File: src/rtl/i2c_sym_pkg.sv
package i2c_sym_pkg;

    typedef enum logic [2:0] {
        TX_IDLE,
        TX_START_SET,
        TX_DATA_SET,
        TX_SYM_DONE,
        TX_STOP_SET,
        TX_STOP_REL
    } tx_state_t;

endpackage

File: src/rtl/sym_phase_timer.sv
module sym_phase_timer #(
    parameter int DIV_W = 16
) (
    input  logic             clk,
    input  logic             rst_n,
    input  logic             scl_in,
    input  logic [DIV_W-1:0] half_div,
    input  logic             set_lo_blk,
    input  logic             set_hi_blk,
    output logic             scl_lvl,
    output logic             win,
    output logic             ok_low,
    output logic             ok_high
);
    localparam int QSH = 2;
    localparam int HSH = 1;

    logic [DIV_W-1:0] cnt;
    logic             clr_f;
    logic             lo_blk;
    logic             hi_blk;
    logic             blk_seen;
    logic             scl_q;
    logic             edg;
    logic [DIV_W-1:0] q_lim;
    logic [DIV_W-1:0] h_lim;

    assign edg     = scl_in ^ scl_q;
    assign q_lim   = half_div >> QSH;
    assign h_lim   = half_div >> HSH;
    assign scl_lvl = scl_q;
    assign win     = ((cnt > q_lim) && (cnt < h_lim)) || clr_f;
    assign ok_low  = win && !edg && !scl_q && !lo_blk;
    assign ok_high = win && !edg &&  scl_q && !hi_blk;

    always_ff @(posedge clk) begin
        if (!rst_n) begin
            scl_q    <= 1'b1;
            cnt      <= '0;
            clr_f    <= 1'b0;
            lo_blk   <= 1'b0;
            hi_blk   <= 1'b0;
            blk_seen <= 1'b0;
        end else begin
            scl_q <= scl_in;
            if (edg) begin
                cnt      <= '0;
                clr_f    <= 1'b0;
                blk_seen <= 1'b0;
                if (!scl_in) hi_blk <= 1'b0;
                else         lo_blk <= 1'b0;
            end else if (cnt < half_div) begin
                cnt <= cnt + 1'b1;
            end else if ((lo_blk || hi_blk) && !blk_seen) begin
                cnt      <= '0;
                blk_seen <= 1'b1;
            end else begin
                clr_f    <= 1'b1;
                blk_seen <= 1'b0;
                lo_blk   <= 1'b0;
                hi_blk   <= 1'b0;
            end
            if (set_lo_blk) lo_blk <= 1'b1;
            if (set_hi_blk) hi_blk <= 1'b1;
        end
    end

    // every level change restarts the phase count
    a_r2_edge_restarts: assert property (@(posedge clk) disable iff (!rst_n)
        (scl_in != scl_q) |=> (cnt == '0));

    // the line-clear flag never survives a clock edge
    a_r4_edge_drops_clear: assert property (@(posedge clk) disable iff (!rst_n)
        (scl_in != scl_q) |=> !clr_f);

    // a block requested in a phase is in force next cycle
    a_r5_block_taken: assert property (@(posedge clk) disable iff (!rst_n)
        (set_lo_blk && !edg) |=> !ok_low);

endmodule

File: src/rtl/sym_holdoff.sv
module sym_holdoff #(
    parameter int HOLD_W    = 3,
    parameter int HOLD_LOAD = 7
) (
    input  logic clk,
    input  logic rst_n,
    input  logic load,
    input  logic step,
    output logic busy
);
    localparam logic [HOLD_W-1:0] LOAD_V = HOLD_W'(HOLD_LOAD);

    logic [HOLD_W-1:0] cnt;

    assign busy = (cnt != '0);

    always_ff @(posedge clk) begin
        if (!rst_n)                 cnt <= '0;
        else if (load)              cnt <= LOAD_V;
        else if (step && cnt != '0) cnt <= cnt - 1'b1;
    end

endmodule

File: src/rtl/i2c_sym_tx.sv
module i2c_sym_tx
    import i2c_sym_pkg::*;
#(
    parameter int DIV_W     = 16,
    parameter int HOLD_W    = 3,
    parameter int HOLD_LOAD = 7
) (
    input  logic             clk,
    input  logic             rst_n,
    input  logic             scl_in,
    input  logic [DIV_W-1:0] half_div,
    input  logic             req_start,
    input  logic             req_stop,
    input  logic             req_d0,
    input  logic             req_d1,
    output logic             sda_val,
    output logic             sda_oe,
    output logic             scl_hold_hi,
    output logic             ack
);
    tx_state_t st, st_n;
    logic      req_any;
    logic      ok_low, ok_high, ok_any, win, scl_lvl;
    logic      set_lo, set_hi;
    logic      hold_busy, hold_load, hold_step;
    logic      pad_low;

    assign req_any   = req_start | req_stop | req_d0 | req_d1;
    assign ok_any    = ok_low | ok_high;
    assign set_lo    = ((st == TX_DATA_SET) || (st == TX_STOP_SET)) && ok_low;
    assign set_hi    = ((st == TX_START_SET) || (st == TX_STOP_REL)) && ok_high;
    assign hold_load = (st == TX_SYM_DONE) && ok_any;
    assign hold_step = (st == TX_IDLE);
    assign pad_low   = sda_oe && !sda_val;

    sym_phase_timer #(.DIV_W(DIV_W)) u_timer (
        .clk        (clk),
        .rst_n      (rst_n),
        .scl_in     (scl_in),
        .half_div   (half_div),
        .set_lo_blk (set_lo),
        .set_hi_blk (set_hi),
        .scl_lvl    (scl_lvl),
        .win        (win),
        .ok_low     (ok_low),
        .ok_high    (ok_high)
    );

    sym_holdoff #(.HOLD_W(HOLD_W), .HOLD_LOAD(HOLD_LOAD)) u_hold (
        .clk   (clk),
        .rst_n (rst_n),
        .load  (hold_load),
        .step  (hold_step),
        .busy  (hold_busy)
    );

    always_comb begin
        st_n = st;
        unique case (st)
            TX_IDLE: begin
                if (!ack && req_any) begin
                    if (req_start)     st_n = TX_START_SET;
                    else if (req_stop) st_n = TX_STOP_SET;
                    else               st_n = TX_DATA_SET;
                end
            end
            TX_START_SET: if (ok_high) st_n = TX_SYM_DONE;
            TX_DATA_SET:  if (ok_low)  st_n = TX_SYM_DONE;
            TX_SYM_DONE:  if (ok_any)  st_n = TX_IDLE;
            TX_STOP_SET:  if (ok_low)  st_n = TX_STOP_REL;
            TX_STOP_REL:  if (ok_high) st_n = TX_IDLE;
            default:                   st_n = TX_IDLE;
        endcase
    end

    always_ff @(posedge clk) begin
        if (!rst_n) st <= TX_IDLE;
        else        st <= st_n;
    end

    always_ff @(posedge clk) begin
        if (!rst_n) begin
            sda_val     <= 1'b1;
            sda_oe      <= 1'b0;
            scl_hold_hi <= 1'b0;
            ack         <= 1'b0;
        end else begin
            unique case (st)
                TX_IDLE: begin
                    scl_hold_hi <= 1'b0;
                    if (!req_any) ack <= 1'b0;
                    if (sda_val)         sda_oe <= 1'b0;
                    else if (!hold_busy) sda_oe <= 1'b0;
                end
                TX_START_SET: begin
                    if (ok_high) begin
                        sda_val     <= 1'b0;
                        sda_oe      <= 1'b1;
                        scl_hold_hi <= 1'b1;
                    end
                end
                TX_DATA_SET: begin
                    if (ok_low) begin
                        sda_val <= req_d1;
                        sda_oe  <= 1'b1;
                    end
                end
                TX_SYM_DONE: begin
                    scl_hold_hi <= 1'b0;
                    if (ok_any) ack <= 1'b1;
                end
                TX_STOP_SET: begin
                    if (ok_low) begin
                        sda_val     <= 1'b0;
                        sda_oe      <= 1'b1;
                        scl_hold_hi <= 1'b1;
                    end
                end
                TX_STOP_REL: begin
                    if (ok_high) begin
                        sda_val     <= 1'b1;
                        sda_oe      <= 1'b1;
                        ack         <= 1'b1;
                        scl_hold_hi <= 1'b1;
                    end
                end
                default: ;
            endcase
        end
    end

    // acknowledge holds while any request stays high
    a_r1_ack_held: assert property (@(posedge clk) disable iff (!rst_n)
        (ack && req_any) |=> ack);

    // a pad change made by a symbol state falls inside an allowed slot
    a_r3_change_in_window: assert property (@(posedge clk) disable iff (!rst_n)
        (($past(st) != TX_IDLE) && (pad_low != $past(pad_low))) |-> $past(win));

    // a low drive is only released once the holdoff has run out
    a_r9_holdoff_first: assert property (@(posedge clk) disable iff (!rst_n)
        ($fell(sda_oe) && !$past(sda_val)) |-> !$past(hold_busy));

    // a released line loses its enable right after idle is entered
    a_r10_release_drop: assert property (@(posedge clk) disable iff (!rst_n)
        (st == TX_IDLE && sda_val && sda_oe) |=> !sda_oe);

endmodule

File: config.mk
export PLATFORM = sky130hd
export DESIGN_NAME = i2c_sym_tx
export DESIGN_NICKNAME = d
export VERILOG_FILES = /design/src/rtl/i2c_sym_pkg.sv /design/src/rtl/sym_phase_timer.sv /design/src/rtl/sym_holdoff.sv /design/src/rtl/i2c_sym_tx.sv
export SDC_FILE = /design/constraint.sdc
export NUM_CORES = 1
export LEC_CHECK = 0
export ABC_CLOCK_PERIOD_IN_PS = 2400
export BUFFER_PORTS_ARGS = -buffer_cell sky130_fd_sc_hd__buf_2
export CAP_MARGIN = 40
export CORE_UTILIZATION = 50
export DETAILED_ROUTE_END_ITERATION = 10
export PLACE_DENSITY = 0.8
export SLEW_MARGIN = 10
export SYNTH_ARGS = -nofsm -noshare
export SYNTH_HDL_FRONTEND = slang
export SYNTH_SLANG_ARGS = --single-unit
File: constraint.sdc
create_clock -name clk -period 2.4 [get_ports clk]
set_input_delay 0.12 -clock clk [delete_from_list [all_inputs] [get_ports clk]]
set_output_delay 0.12 -clock clk [all_outputs]
set_load 0.05 [all_outputs]
## Yosys cells after proc, flatten, opt, wreduce, memory -nomap -nowiden

Cells that the tools add are included.

- Add/subtract/negate cells: 2
- Multiply operators: 0
- Divide/modulo/power cells: 0
- Order comparisons: 3
- Equal/unequal tests: 21
- Shifts and indexed selects: 0
- Muxes and demuxes: 35
- Bitwise operators: 8
- Reductions and logical operators: 42

Operators by type and width:

| kind | number |
|---|---|
| $mux W16 | 2 |
| $mux W3 | 10 |
| $mux W1 | 18 |
| $pmux W3 S6 | 1 |
| $add A16 B1 Y16 const B | 1 |
| $gt A16 B14 Y1 | 1 |
| $lt A16 B15 Y1 | 1 |
| $lt A16 B16 Y1 | 1 |
| $ne A2 B2 Y1 const B | 7 |
| $logic_and A1 B1 Y1 | 12 |
| $ne A3 B2 Y1 const B | 4 |
| $reduce_bool A3 Y1 | 4 |
| $ne A3 B3 Y1 const B | 3 |
| $pmux W1 S3 | 3 |
| $reduce_and A3 Y1 | 3 |
| $reduce_and A4 Y1 | 2 |
| $reduce_or A2 Y1 | 4 |
| $eq A3 B2 Y1 const B | 2 |
| $eq A3 B3 Y1 const B | 2 |
| $logic_not A1 Y1 | 6 |
| $reduce_and A6 Y1 | 1 |
| $reduce_and A5 Y1 | 1 |
| $logic_or A1 B1 Y1 | 4 |
| $ne A2 B1 Y1 const B | 2 |
| other kinds (10) | 16 |

- Register bits: 31
- Bits in latches: 0
- RAM bits: 0
- Bits in read-only memories: 0
- Bits of input ports: 23
- Output and inout port bits: 4
- Logic and storage cells: 123
- Memories kept: 0

## Depth between registers and ports, before layout

- Depth in word-level cells: 9
- Depth in mapped cells: 11
- Mapped depth without buffers: 10

## Hierarchy

From an unflattened synthesis, not the netlist that was laid out.

- Cells, all modules: 349
- Area, all modules: 2836.5 um^2

By module, submodules not included:

| module | instances | cells each | area each (um^2) | sequential area each (um^2) |
|---|---|---|---|---|
| sym_phase_timer | 1 | 262 | 2130.8 | 420.4 |
| i2c_sym_tx | 1 | 69 | 526.8 | 140.1 |
| sym_holdoff | 1 | 18 | 178.9 | 60.1 |

## Least setup slack after synthesis

No wires, ideal clock.

- Path type: reg2reg
- Start point: register u_timer.cnt[13]
- End point: register sda_val
- Library setup time: 0.072 ns
- Data arrival time: 2.420 ns
- Required time: 2.328 ns
- Slack: -0.092 ns
- Cell stages (with the launch flop): 9
- Path buffers: 0
- Cell sequence: dfxtp_1 > ha_1 > nand3_2 > or4_1 > a21oi_2 > nor4_1 > a2111o_1 > nor4_1 > mux2i_1

- Word-level cells in the longest chain between the ends: 8
- Elaborated cells on any way between the ends: 14

Ends and longest elaborated chain:

| element | RTL line | text |
|---|---|---|
| start: declaration | sym_phase_timer.sv:18 | `logic [DIV_W-1:0] cnt;` |
| start signal: assignment | sym_phase_timer.sv:53 | `cnt <= cnt + 1'b1;` |
| $gt A16 B14 Y1 / $lt A16 B15 Y1 (equally long branches) | sym_phase_timer.sv:32 | `assign win = ((cnt > q_lim) && (cnt < h_lim)) \|\| clr_f;` |
| $logic_and A1 B1 Y1 * | sym_phase_timer.sv:32 |  |
| $logic_or A1 B1 Y1 * | sym_phase_timer.sv:32 |  |
| $logic_and A1 B1 Y1 * | sym_phase_timer.sv:33, sym_phase_timer.sv:34 |  |
| $logic_and A1 B1 Y1 (on tied branches) (2 in a row) | sym_phase_timer.sv:34, sym_phase_timer.sv:33 |  |
| $ne A2 B2 Y1 (no source line) | -- |  |
| $reduce_and A5 Y1 (no source line) * | -- |  |
| end signal: assignment | i2c_sym_tx.sv:104 | `sda_val <= req_d1;` |
| end: declaration | i2c_sym_tx.sv:16 | `output logic sda_val,` |

Every way passes the cells marked *; elsewhere a longest branch is shown, timed or not.
A chain may end at the register's enable or synchronous reset.

## Worst setup path after layout

- Start point: register u_timer.cnt[12]
- End point: register u_hold.cnt[1]

- Word-level cells in the longest chain between the ends: 9
- Elaborated cells on any way between the ends: 13

Ends and longest elaborated chain:

| element | RTL line | text |
|---|---|---|
| $gt A16 B14 Y1 / $lt A16 B15 Y1 (equally long branches) | sym_phase_timer.sv:32 |  |
| $logic_and A1 B1 Y1 * | sym_phase_timer.sv:32 |  |
| $logic_or A1 B1 Y1 * | sym_phase_timer.sv:32 |  |
| $logic_and A1 B1 Y1 * | sym_phase_timer.sv:33, sym_phase_timer.sv:34 |  |
| $logic_and A1 B1 Y1 (on tied branches) (2 in a row) | sym_phase_timer.sv:33, sym_phase_timer.sv:34 |  |
| $or A1 B1 Y1 * | i2c_sym_tx.sv:29 | `assign ok_any = ok_low \| ok_high;` |
| $logic_and A1 B1 Y1 * | i2c_sym_tx.sv:32 | `assign hold_load = (st == TX_SYM_DONE) && ok_any;` |
| $mux W3 / $reduce_bool A2 Y1 (equally long branches) | -- |  |
| end signal: assignment | sym_holdoff.sv:20 | `else if (step && cnt != '0) cnt <= cnt - 1'b1;` |
| end: declaration | sym_holdoff.sv:13 | `logic [HOLD_W-1:0] cnt;` |

Marked as above.

==> key figures <==
Clock network
  – CTS tree: done
  – Hold_buf cts: 0
  – CTS Buf Count: 5
  – Clk_lat worst skew: 0.30 ns
  – Reg clk slew, reported paths: about 0.08 ns
  – Clock root buffer master: clkbuf_8
  – Sink Count: 31
  – Clk buf depth: 2
  – H-tree levels: 2

Setup path
  – CP max FO: 5
  – Critical path buffers and inverters: 0
  – Arrival @ worst endpoint: approximately 2.8 ns
  – Crit-path cells: ha_1 -> a21o_1 -> a211oi_2 -> o31ai_2 -> a31o_1 -> a2111o_2 -> or3_4 -> a21oi_2
  – Crit path depth: 8
  – CP Launch Type: flop
  – Cell family with the largest share of critical-path delay: compound AO/OA/AOI/OAI gates
  – RR Endpoint: u_hold.cnt[1]
  – Critical path class: flop to flop
  – Req. time, crit path: 2.63 ns
  – Critical-path top delay cell: a2111o_2
  – Critical R2R Launch: u_timer.cnt[12]
  – Crit. End Element: flop
  – Reg2reg setup slack: -0.18 ns
  – R2R cell count: 8
  – CP max stage delay: between 0.5 and 0.6 ns

Logic synthesis
  – Avg Cell Area, Syn: around 7.8 µm²
  – Mapped Cells: approximately 360
  – Top FF cell, synth: dfxtp_1
  – Sequential share of the synthesized area: between 20 and 25%
  – Net count after synthesis: 429
  – Synth cell types: 54
  – Number of synthesized flops with an enable pin: 0
  – Asr flop ratio synth: 0%
  – Syn. warnings: 0
  – #FFs+latches synth: 31
  – Mapped cell area: between 2000 and 3000 µm²

Pwr
  – Clock share of power: 28.6%
  – Int Pwr: 0.00119 W
  – Sw Share: 39.2%
  – LEAKAGE: 1.77 nW
  – Max VDD drop: roughly 0.00035 V
  – Sequential Power Share: 33.5%
  – Comb pwr share: a little under two fifths
  – Pwr/cell area: between 500 and 600 nW/µm²
  – Switching power: about 0.00077 W

Finish
  – Share of cells above drive strength 1: between 30% and 40%
  – Area growth syn-to-layout: 37.4%
  – Highest-count cells in the layout ignoring fill and taps: buf_4, ha_1, inv_1
  – Fin nets: between 500 and 600
  – Final core occ: between 70% and 80%
  – Multi-input logic area: 2320 µm²
  – Commonest non-fill, non-tap cell in the layout: buf_4
  – Largest Register: u_timer.cnt
  – ANT cells: 0
  – FF+latch area: 638 µm²
  – Largest regs: u_timer.cnt x16, st x3, u_hold.cnt x3
  – Design area: a little under 4000 µm²
  – Filler cells: between 300 and 400
  – Number of flip-flops in the largest register: 16
  – Fin cells: approximately 510

Die
  – Core area: ~5300 µm²
  – I/O pin cnt: 27
  – Die area: between 5000 and 6000 µm²
  – Die Wd: just under 80 µm
  – Row count: 26
  – Chip height: ~77 µm
  – Initial Utilization: roughly 53%

Timing
  – # setup viols final: 17
  – Period minus WS final: around 2.6 ns
  – Worst slew margin: a little over half
  – FMAX: around 390 MHz
  – Clk_skew: approximately 0.013 ns
  – Fin crit share: 108%
  – Setup TNS: -1.68 ns
  – RSZ-0062 raised after global routing: yes
  – Setup WS post-layout: -0.182 ns
  – Slew @ Worst Pin: roughly 0.7 ns
  – Final hold vios: 0
  – Slew Limit Fails: 0

Placed design
  – DP Cell Count: a little under 500
  – Dpl ws: -0.259 ns
  – Number of port buffers: 26
  – DP Area: ~3300 µm²
  – Dpl hpwl: between 5 and 6 mm
  – Final GP Congestion: 0.912

Global route
  – Initial antenna violation count: 0
  – Gr usage total: roughly 28%
  – Grt ovf: 0
  – Vias in the first global route: roughly 3,000
  – Maximum number of pins on one net before global-route repair: 21
  – First-pass GRT wire length: roughly 13 mm

Route
  – Router iterations before antenna repair: 6
  – Remaining DRCs: 0
  – Via-to-Cell Ratio: between 6 and 7
  – Total Wirelength: approximately 9.5 mm
  – Wirelength per Cell: roughly 19 µm
  – Number of routed nets with antenna violations: 0
  – Vias post-DR: about 3,300
  – 1st-iter DRT viols: 319

Min path
  – Worst hold endpoint: u_timer.scl_lvl
  – Hold path start: scl_in
  – Worst min-delay path category: primary input to flop
  – Worst Hold Depth: 3

Outcome
  – Failing checks: setup timing
  – Outcome: finished, violations left

Flow run
  – Max Cap Violations: 0
## cell families after synthesis
kind of cell | share of synthesized area (%)
fa+ha+maj | 21.4
mux | 1.42
simple gates | 21.9
compound gates | 26.8
xor+xnor | 0.935
flops | 22.1
buf+inv | 5.48
## power groups by stage
| stage | Sequential, W | Combinational (W) | Clock (W) |
|---|---|---|---|
| after floorplan | 0.000641 | 0.000482 | 0 |
| after global placement | 0.000656 | 0.000601 | 0 |
| after detailed placement | 0.000660 | 0.000619 | 0 |
| after CTS | 0.000649 | 0.000660 | 0.000552 |
| after global routing | 0.000668 | 0.000804 | 0.000577 |
| final | 0.000657 | 0.000741 | 0.000560 |
## worst min-delay path, delay by kind of cell
kind,cells,cell delay [ns]
buffers and inverters,2,0.14
AND/OR/NAND/NOR,1,0.05
## metrics by stage
stage | total power (W) | hold slack [ns]
floorplan | 0.00112 | 0.220
global placement | 0.00126 | 0.338
detailed placement | 0.00128 | 0.344
CTS | 0.00186 | 0.0498
global route | 0.00205 | 0.0750
finish | 0.00196 | 0.0433
## cells in the mapped netlist, types with 2 or more instances
master | instances | area, µm²
or3_1 | 6 | 37.5
inv_1 | 30 | 113
o2bb2ai_1 | 2 | 17.5
a21oi_1 | 28 | 140
o22ai_1 | 3 | 18.8
o21ai_1 | 3 | 15.0
nand4_1 | 6 | 37.5
mux2i_1 | 4 | 40.0
a2bb2oi_1 | 2 | 17.5
a31oi_1 | 6 | 37.5
nor2_1 | 27 | 101
nand2_1 | 23 | 86.3
clkbuf_1 | 7 | 26.3
a21o_1 | 11 | 82.6
nand3_1 | 15 | 75.1
a211o_1 | 2 | 17.5
o21a_1 | 5 | 37.5
nor2b_1 | 6 | 37.5
or4_1 | 6 | 45.0
nand2b_1 | 6 | 37.5
o31ai_1 | 3 | 22.5
o21ai_0 | 27 | 135
o211ai_1 | 3 | 22.5
and3_1 | 2 | 12.5
or2_2 | 2 | 12.5
xnor2_1 | 2 | 17.5
ha_1 | 48 | 601
nor4_1 | 4 | 25.0
dfxtp_1 | 31 | 621
and4_1 | 2 | 17.5
a211oi_1 | 3 | 22.5
nor3_1 | 10 | 50.1
a21oi_2 | 2 | 17.5
## how the worst max path moves through the flow
stage	from	to
after global placement	u_timer.cnt[13]	scl_hold_hi
after global routing	u_timer.cnt[13]	u_hold.cnt[1]
after CTS	u_timer.cnt[13]	u_hold.cnt[0]
final	u_timer.cnt[12]	u_hold.cnt[1]
after floorplan	u_timer.cnt[13]	u_timer.hi_blk
after detailed placement	u_timer.cnt[9]	scl_hold_hi
## area by class of cell
type	instances	area share, %
clock buffers	6	2.14
clock inverters	2	0.907
inverters	30	2.92
multi-input cells	288	60.0
flip-flops and latches	31	16.5
well taps	70	2.27
repair buffers	82	15.2
## timing repair
item,4_1_cts,5_1_grt
gates cloned,0,0
pin swaps,7,18
buffers inserted,6,9
endpoints found under the setup margin,14,27
gates resized for setup,25,48
## metal layers
layer | global-route usage, % | wire length [µm] | vias up
li1 | - | - | 1504
met1 | 34.8 | 3850 | 1558
met2 | 48.3 | 4620 | 186
met3 | 6.07 | 693 | 44
met4 | 10.8 | 315 | 0
met5 | 0 | 0 | -
Power figures use the tool's default switching activity.
